--- src/rtl/vss_pkg.sv ---
package vss_pkg;
  typedef enum logic [1:0] {
    VS_QUAD_LO = 2'b00,
    VS_QUAD_HI = 2'b01,
    VS_PAIR_LO = 2'b10,
    VS_PAIR_HI = 2'b11
  } vss_variant_e;

  function automatic logic vss_is_pair(input vss_variant_e v);
    return v[1];
  endfunction

  function automatic logic vss_is_high(input vss_variant_e v);
    return v[0];
  endfunction
endpackage

--- src/rtl/vss_half_pick.sv ---
module vss_half_pick #(
  parameter int REG_W  = 32,
  parameter int WORD_W = 16,
  parameter int NREG   = 4
) (
  input  logic [NREG-1:0][REG_W-1:0]  regs,
  input  logic                        use_high,
  output logic [NREG-1:0][WORD_W-1:0] halves
);
  for (genvar i = 0; i < NREG; i++) begin : g_reg
    assign halves[i] = use_high ? regs[i][REG_W-1 -: WORD_W] : regs[i][WORD_W-1:0];
  end
endmodule

--- src/rtl/vss_survivor_word.sv ---
module vss_survivor_word #(
  parameter int   WORD_W = 16,
  parameter logic FILL   = 1'b0
) (
  input  logic [WORD_W-1:0] keep_half,
  input  logic [WORD_W-1:0] alt_half,
  input  logic              pick_alt,
  output logic [WORD_W-1:0] word
);
  always_comb begin
    if (pick_alt) word = {alt_half[WORD_W-2:0], 1'b0};
    else          word = {keep_half[WORD_W-2:0], FILL};
  end
endmodule

--- src/rtl/vss_lane_map.sv ---
module vss_lane_map #(
  parameter int WORD_W = 16,
  localparam int SLOTS = 4,
  localparam int BPW   = WORD_W / 8,
  localparam int NBYTE = SLOTS * BPW
) (
  input  logic [SLOTS-1:0][WORD_W-1:0] words,
  input  logic                         pair_mode,
  input  logic                         upper_half,
  input  logic                         big_endian,
  output logic [NBYTE*8-1:0]           data,
  output logic [NBYTE-1:0]             be
);
  logic [SLOTS-1:0][WORD_W-1:0] slot;
  logic [SLOTS-1:0]             slot_en;
  logic [WORD_W-1:0]            first_s, second_s;

  always_comb begin
    first_s  = big_endian ? words[3] : words[2];
    second_s = big_endian ? words[2] : words[3];
    slot     = '0;
    slot_en  = '0;
    if (!pair_mode) begin
      slot[0] = big_endian ? words[1] : words[0];
      slot[1] = big_endian ? words[0] : words[1];
      slot[2] = first_s;
      slot[3] = second_s;
      slot_en = 4'b1111;
    end else if (upper_half) begin
      slot[2] = first_s;
      slot[3] = second_s;
      slot_en = 4'b1100;
    end else begin
      slot[0] = first_s;
      slot[1] = second_s;
      slot_en = 4'b0011;
    end
  end

  for (genvar s = 0; s < SLOTS; s++) begin : g_slot
    for (genvar b = 0; b < BPW; b++) begin : g_byte
      assign data[(s*BPW+b)*8 +: 8] = big_endian ? slot[s][(BPW-1-b)*8 +: 8]
                                                 : slot[s][b*8 +: 8];
      assign be[s*BPW+b] = slot_en[s];
    end
  end
endmodule

--- src/rtl/vit_surv_store.sv ---
module vit_surv_store
  import vss_pkg::*;
#(
  parameter int ADDR_W = 32,
  parameter int REG_W  = 32,
  parameter int WORD_W = 16,
  localparam int DATA_W = 4 * WORD_W,
  localparam int BE_W   = DATA_W / 8,
  localparam int QA_B   = $clog2(BE_W),
  localparam int PA_B   = $clog2(BE_W / 2)
) (
  input  logic              clk,
  input  logic              rst,
  input  logic              req_valid,
  output logic              req_ready,
  input  logic [1:0]        variant,
  input  logic              big_endian,
  input  logic [3:0]        flags,
  input  logic [REG_W-1:0]  src_pass0,
  input  logic [REG_W-1:0]  src_pass1,
  input  logic [REG_W-1:0]  src_keep,
  input  logic [REG_W-1:0]  src_alt,
  input  logic [ADDR_W-1:0] addr_in,
  input  logic [ADDR_W-1:0] offset_in,
  output logic              mem_we,
  output logic [ADDR_W-1:0] mem_addr,
  output logic [DATA_W-1:0] mem_wdata,
  output logic [BE_W-1:0]   mem_be,
  output logic [ADDR_W-1:0] addr_out,
  output logic              addr_out_vld,
  output logic              align_err
);
  vss_variant_e             var_e;
  logic                     pair_m, high_m, aligned, accept;
  logic [3:0][REG_W-1:0]    regs;
  logic [3:0][WORD_W-1:0]   halves;
  logic [3:0][WORD_W-1:0]   words;
  logic [1:0]               pick;
  logic [DATA_W-1:0]        pack_data;
  logic [BE_W-1:0]          pack_be;

  assign var_e  = vss_variant_e'(variant);
  assign pair_m = vss_is_pair(var_e);
  assign high_m = vss_is_high(var_e);
  assign regs   = {src_alt, src_keep, src_pass1, src_pass0};

  vss_half_pick #(.REG_W(REG_W), .WORD_W(WORD_W), .NREG(4)) u_pick (
    .regs    (regs),
    .use_high(high_m),
    .halves  (halves)
  );

  // lane 0 steered by flags[0]/[1], lane 1 by flags[2]/[3]
  assign pick[0] = high_m ? flags[1] : flags[0];
  assign pick[1] = high_m ? flags[3] : flags[2];
  assign words[0] = halves[0];
  assign words[1] = halves[1];

  for (genvar l = 0; l < 2; l++) begin : g_surv
    vss_survivor_word #(.WORD_W(WORD_W), .FILL(l == 1)) u_word (
      .keep_half(halves[2]),
      .alt_half (halves[3]),
      .pick_alt (pick[l]),
      .word     (words[2+l])
    );
  end

  vss_lane_map #(.WORD_W(WORD_W)) u_map (
    .words     (words),
    .pair_mode (pair_m),
    .upper_half(addr_in[PA_B]),
    .big_endian(big_endian),
    .data      (pack_data),
    .be        (pack_be)
  );

  assign aligned = pair_m ? (addr_in[PA_B-1:0] == '0) : (addr_in[QA_B-1:0] == '0);
  assign accept  = req_valid && req_ready;

  always_ff @(posedge clk) begin
    if (rst) begin
      req_ready    <= 1'b1;
      mem_we       <= 1'b0;
      align_err    <= 1'b0;
      addr_out_vld <= 1'b0;
      mem_addr     <= '0;
      mem_wdata    <= '0;
      mem_be       <= '0;
      addr_out     <= '0;
    end else begin
      req_ready    <= !accept;
      mem_we       <= accept && aligned;
      align_err    <= accept && !aligned;
      addr_out_vld <= accept;
      if (accept) addr_out <= aligned ? addr_in + offset_in : addr_in;
      if (accept && aligned) begin
        mem_addr  <= {addr_in[ADDR_W-1:QA_B], {QA_B{1'b0}}};
        mem_wdata <= pack_data;
        mem_be    <= pack_be;
      end
    end
  end
endmodule

--- config.mk ---
export PLATFORM = sky130hd
export DESIGN_NAME = vit_surv_store
export DESIGN_NICKNAME = d
export VERILOG_FILES = /design/src/rtl/vss_pkg.sv /design/src/rtl/vss_half_pick.sv /design/src/rtl/vss_survivor_word.sv /design/src/rtl/vss_lane_map.sv /design/src/rtl/vit_surv_store.sv
export SDC_FILE = /design/constraint.sdc
export NUM_CORES = 1
export LEC_CHECK = 0
export BUFFER_PORTS_ARGS = -buffer_cell sky130_fd_sc_hd__buf_2
export CORE_ASPECT_RATIO = 1.75
export CORE_MARGIN = 2
export CORE_UTILIZATION = 45
export CTS_CLUSTER_DIAMETER = 30
export DETAILED_ROUTE_END_ITERATION = 8
export PLACE_DENSITY = 0.8
export SYNTH_ARGS = -nofsm -noshare
export SYNTH_HDL_FRONTEND = slang
export SYNTH_SLANG_ARGS = --single-unit
--- constraint.sdc ---
create_clock -name clk -period 3.66 [get_ports clk]
set_input_delay 0.549 -clock clk [delete_from_list [all_inputs] [get_ports clk]]
set_output_delay 0.549 -clock clk [all_outputs]
set_load 0.01 [all_outputs]
==> flow_metrics.py, run 1 <==
metrics = {
    "outcome": {
        "status": "completed",
    },
    "clocking": {
        "clock-root-buffer": "clkbuf_16",
        "cts_hold_buf": 0,
        "cts_sinks": 131,
        "path_clk_slew_ns": 0.06,
        "clock_path_buffers": 2,
        "cts_tree": "yes",
        "cts_buffers": 17,
        "clk_latency_ns": 0.43,
        "cts_resized": 0,
        "cts_setup_buffers": 0,
        "h-tree-depth": 4,
    },
    "worst_setup_path": {
        "worstPathCellList": "buf_2 -> ha_1 -> fa_1 -> a21o_1 -> a31oi_2 -> o211ai_2 -> a2111oi_4 -> o21ai_2 -> a21oi_2 -> xor2_1 -> o21ai_1",
        "critPathTopFamily": "compound AO/OA/AOI/OAI gates",
        "cp.arrival_ns": 3.03,
        "crit_slowest_cell": "a2111oi_4",
        "crit_buf_inv": 1,
        "required_ns": 3.96,
        "cp-end-kind": "flip-flop",
        "cp_max_fo": 3,
        "slowest_delay_ns": 0.50,
        "worstSetupPathType": "input port to flip-flop",
        "critPathLaunchType": "input port",
    },
    "sta": {
        "max_freq_ghz": 0.367,
        "finalHoldViolations": 0,
        "rsz0062_at_grt": "no",
        "drv_slew": 0,
        "fin_crit_sh_pct": 74.5,
        "fin_tns_setup_ns": 0,
        "tightest_slew_ns": 0.960,
        "slew_headroom_pct": 36.0,
        "clock_skew_ns": 0.00592,
        "final-setup-viol-count": 0,
        "fin_crit_ns": 2.73,
    },
    "job": {
        "maxCapViolCount": 0,
    },
    "drt": {
        "wl_per_cell_um": 19.2,
        "vias": 9691,
        "ant_nets": 0,
        "route.detailed.drc": 0,
        "first_pass_iters": 5,
        "viasPerCell": 5.86,
        "drtIter0Drc": 556,
        "postRouteWirelength_um": 31800,
    },
    "synthesis": {
        "yosysSeqAreaShare_pct": 28.7,
        "yosys.area.top_type_share_pct": 28.7,
        "netlist_area_um2": 9140,
        "yosysWarnings": 0,
        "ys_ff_latch": 131,
        "yosys-top-cells-area": "dfxtp_1 (29%), mux2i_1 (7.4%), a21oi_1 (7.3%)",
        "synth_area_per_cell_um2": 8.15,
        "synth.distinct_cells": 63,
        "async_flop_share_pct": 0,
        "synthFlopType": "dfxtp_1",
        "netlist_instances": 1121,
        "synth_edf_count": 0,
        "netlist.top_cell.by_area": "dfxtp_1",
    },
    "power": {
        "power.total_mw": 4.33,
        "cellLeakagePower_nw": 5.25,
        "p_per_area_nw_per_um2": 379,
        "peakVddDrop_mv": 0.315,
    },
    "floorplanning": {
        "rows": 69,
        "dieArea_um2": 21500,
        "ios": 342,
        "die_h_um": 193,
        "start_util_pct": 45.4,
        "core_area_um2": 20100,
        "fp.dieW_um": 112,
    },
    "placement": {
        "place_congestion": 0.994,
        "portBuffers": 334,
        "hpwl_um": 25200,
        "dpl.cell_count": 1622,
    },
    "layout": {
        "synthToLayoutAreaGrowth_pct": 25.2,
        "final_cells": 1654,
        "most-common-layout-cells": "buf_2 (333), nand2_1 (155), a21oi_1 (133)",
        "layout.nets": 1627,
        "final_common_cell": "buf_2",
        "diodes": 0,
        "layout-drive-gt1-share_pct": 30.7,
    },
    "grt": {
        "grt_pass1_wl_um": 48500,
        "grt.total_usage_pct": 28.7,
        "first_global_vias": 9457,
        "grt_max_degree": 96,
        "antenna_found_initial": 0,
        "gr-total-overflow": 0,
    },
    "min_path": {
        "hp-class": "input port to flip-flop",
    },
}
Yosys cell counts (12+ instances only):
library cell and n:
a21o_1 38, mux2i_1 68, a22oi_1 23, xnor2_1 16, buf_1 12, mux4_2 28, nor2_1 62, a211oi_1 88
a21oi_1 134, nor2b_1 33, clkbuf_1 62, nand3b_1 29, xor2_1 14, o21ai_0 78, nand2_1 155, buf_2 13
dfxtp_1 131, ha_1 31
path summary, 6_finish.rpt:
| kind | start | endpoint | slack, ns | cells past startpoint |
|---|---|---|---|---|
| max reg2reg | req_ready | addr_out[13] | 1.82 | 7 |
| min | addr_in[9] | addr_out[9] | 0.38 | 3 |
| max | addr_in[0] | addr_out[28] | 0.93 | 11 |
| min reg2reg | mem_wdata[24] | mem_wdata[24] | 0.45 | 2 |
cell type report:
type	instances	area (um^2)
clock buffer	18	439
sequential	131	2620
inverter	11	41.3
fill	1900	8680
tap	248	310
timing repair buffer	352	1820
clock inverter	14	154
multi-input combinational	880	6050
logic make-up after synthesis:
family | Yosys count | synth area share [%]
simple gates | 316 | 15.9
fa+ha+maj | 32 | 4.46
buf+inv | 112 | 5.48
mux | 98 | 14.6
flops | 131 | 28.7
xor+xnor | 30 | 2.88
compound gates | 401 | 27.9
other cells | 1 | 0.0410
report_power, final:
group | switching [mW] | internal [mW]
clock network | 0.693 | 1.03
logic | 0.635 | 0.462
registers | 0.0310 | 1.48
total | 1.36 | 2.97
sequential cells by signal, indices dropped and copies added (netlist names):
register / cells
addr_out_vld: 1
addr_out: 32
mem_wdata: 64
mem_we: 1
mem_addr: 29
align_err: 1
mem_be: 2
req_ready: 1
per-stage QoR:
stage	hold WS (ns)	utilization, %	cell area, um^2	setup WS (ns)
after floorplan	0.476	-	9150	0.971
after global placement	0.432	53.9	10800	0.524
after detailed placement	0.441	53.9	10800	0.524
after CTS	0.362	56.9	11400	0.952
after global routing	0.375	56.9	11400	0.782
final	0.376	56.9	11400	0.932
tightest hold or removal path, cell delays in order:
cell and delay [ns]:
buf_2 0.10, a22oi_1 0.06, o21ai_0 0.06
layer usage:
metal  track usage (%)  wire [um]  vias to the layer above
met5                 0          0                        -
met4              25.0       2910                        0
met3              4.05       1440                      119
met2              53.2      16600                      397
met1              27.5      10900                     4518
li1                  -          -                     4657
Note: power is estimated with default switching activity, not from simulation.
==> run 2: changes to the inputs <==
Clock period 3.66 ns to 2.7 ns, I/O delays scaled along.
==> run 2 against run 1 <==
Against the previous run: clock skew hardly changed; total power increased by 35%; cell area grew 2.7%; worst hold slack got worse by 0.14 ns; utilization is 1.5 points higher; sequential power up 36%.
==> flow_metrics.py, run 2 (synthesis gave the netlist of run 1 again) <==
metrics = {
    "sta": {
        "fin_crit_ns": 2.51,
        "drv_slew": 0,
        "tightest_slew_ns": 1.20,
        "clock_skew_ns": 0.00640,
        "fin_crit_sh_pct": 93.1,
        "final-setup-viol-count": 0,
        "rsz0062_at_grt": "no",
        "slew_headroom_pct": 20.2,
        "max_freq_ghz": 0.398,
        "finalHoldViolations": 0,
    },
    "power": {
        "peakVddDrop_mv": 0.447,
        "cellLeakagePower_nw": 5.43,
        "p_per_area_nw_per_um2": 499,
    },
    "grt": {
        "gr-total-overflow": 0,
        "grt_pass1_wl_um": 49400,
        "first_global_vias": 9615,
        "antenna_found_initial": 0,
        "grt.total_usage_pct": 29.2,
        "grt_max_degree": 96,
    },
    "drt": {
        "wl_met3_um": 1510,
        "drt-met1-wl_um": 11100,
        "ant_nets": 0,
        "highest_layer": "met4",
        "vias": 9944,
        "first_pass_iters": 5,
        "wl_met2_um": 17100,
        "viasPerCell": 5.88,
        "drtIter0Drc": 531,
        "wl_per_cell_um": 19.2,
        "postRouteWirelength_um": 32400,
        "route.detailed.drc": 0,
    },
    "worst_setup_path": {
        "cp_max_fo": 2,
        "cp.arrival_ns": 2.86,
        "required_ns": 3.05,
        "crit_buf_inv": 2,
        "critPathTopFamily": "compound AO/OA/AOI/OAI gates",
        "worstSetupPathType": "input port to flip-flop",
        "worstPathCellList": "buf_2 -> ha_1 -> fa_1 -> a21o_1 -> a31oi_2 -> o211ai_2 -> a2111oi_4 -> o21ai_2 -> buf_4 -> xnor2_1 -> o21ai_0",
        "critPathLaunchType": "input port",
        "slowest_delay_ns": 0.48,
        "cp-end-kind": "flip-flop",
        "crit_slowest_cell": "a2111oi_4",
    },
    "layout": {
        "top_regs": "mem_wdata (64), addr_out (32), mem_addr (29)",
        "diodes": 0,
        "regMostFlops": "mem_wdata",
        "layout-drive-gt1-share_pct": 32.4,
        "final_common_cell": "buf_2",
        "design_area_um2": 11800,
        "largest_reg_flops": 64,
        "layout.nets": 1664,
        "final_cells": 1691,
        "synthToLayoutAreaGrowth_pct": 28.6,
        "most-common-layout-cells": "buf_2 (333), nand2_1 (155), a21oi_1 (133)",
    },
    "placement": {
        "place_area_um2": 11200,
        "hpwl_um": 25700,
        "portBuffers": 334,
        "dpl.cell_count": 1659,
        "place_congestion": 1.02,
    },
    "clocking": {
        "h-tree-depth": 4,
        "cts_tree": "yes",
        "cts_buffers": 17,
        "cts_sinks": 131,
        "cts_resized": 0,
        "cts_hold_buf": 0,
        "clock_path_buffers": 2,
        "clock-root-buffer": "clkbuf_16",
        "cts_setup_buffers": 0,
        "clk_latency_ns": 0.42,
        "path_clk_slew_ns": 0.06,
    },
    "floorplanning": {
        "dieArea_um2": 21500,
        "rows": 69,
        "ios": 342,
        "die_h_um": 193,
        "core_area_um2": 20100,
        "start_util_pct": 45.4,
        "fp.dieW_um": 112,
    },
    "job": {
        "maxCapViolCount": 0,
    },
    "outcome": {
        "status": "completed",
    },
    "min_path": {
        "hp-class": "input port to flip-flop",
    },
}
[run 2: changes by cell type in the layout (fill, tap and decap cells not counted)]
cell	before	now
buf_12	1	5
clkbuf_1	0	1
buf_4	18	51
inv_6	3	0
clkbuf_8	1	3
bufinv_16	2	1
clkinvlp_4	3	4
[run 2: where the power goes]
part | internal [mW] | switching, mW | leakage (nW)
Sequential | 2.01 | 0.0429 | 1.06
Combinational | 0.681 | 0.880 | 4.10
Clock | 1.34 | 0.911 | 0.271
Total | 4.03 | 1.83 | 5.43
[run 2: worst min-delay path: cells and delay by family]
family / cells / cell delay [ns]
buffers and inverters: 1 / 0.10
AOI/OAI and AO/OA: 2 / 0.12
[run 2: path summary, 6_finish.rpt]
check	cells after the start	end	slack, ns	start
worst min register to register	2	mem_addr[11]	0.45	mem_addr[11]
worst max-delay path	11	addr_out[24]	0.19	addr_in[0]
worst max register to register	4	addr_out[31]	0.75	req_ready
worst min-delay path	3	addr_out[15]	0.24	addr_in[15]
[run 2: metrics by stage]
step | TNS [ns] | setup slack, ns | power (mW) | hold WS, ns | util [%]
floorplan | 0 | 0.155 | 3.06 | 0.476 | -
global placement | -0.988 | -0.220 | 3.60 | 0.431 | 55.6
detailed placement | -1.32 | -0.247 | 3.63 | 0.438 | 55.6
CTS | 0 | 0.198 | 5.87 | 0.219 | 58.4
global route | 0 | 0.0745 | 6.11 | 0.250 | 58.4
finish | 0 | 0.187 | 5.87 | 0.239 | 58.4
[run 2: cell type report]
cell class | count | area [um^2]
inverters | 11 | 41.3
clock buffers | 21 | 470
fillers | 1857 | 8370
flip-flops and latches | 131 | 2620
well taps | 248 | 310
repair buffers | 389 | 2150
multi-input cells | 880 | 6050
clock inverters | 11 | 105
[run 2: per-layer routing]
layer | track usage, % | vias up
met5 | 0 | -
li1 | - | 4728
met2 | 54.6 | 439
met3 | 3.55 | 109
met4 | 23.6 | 0
met1 | 28.6 | 4668
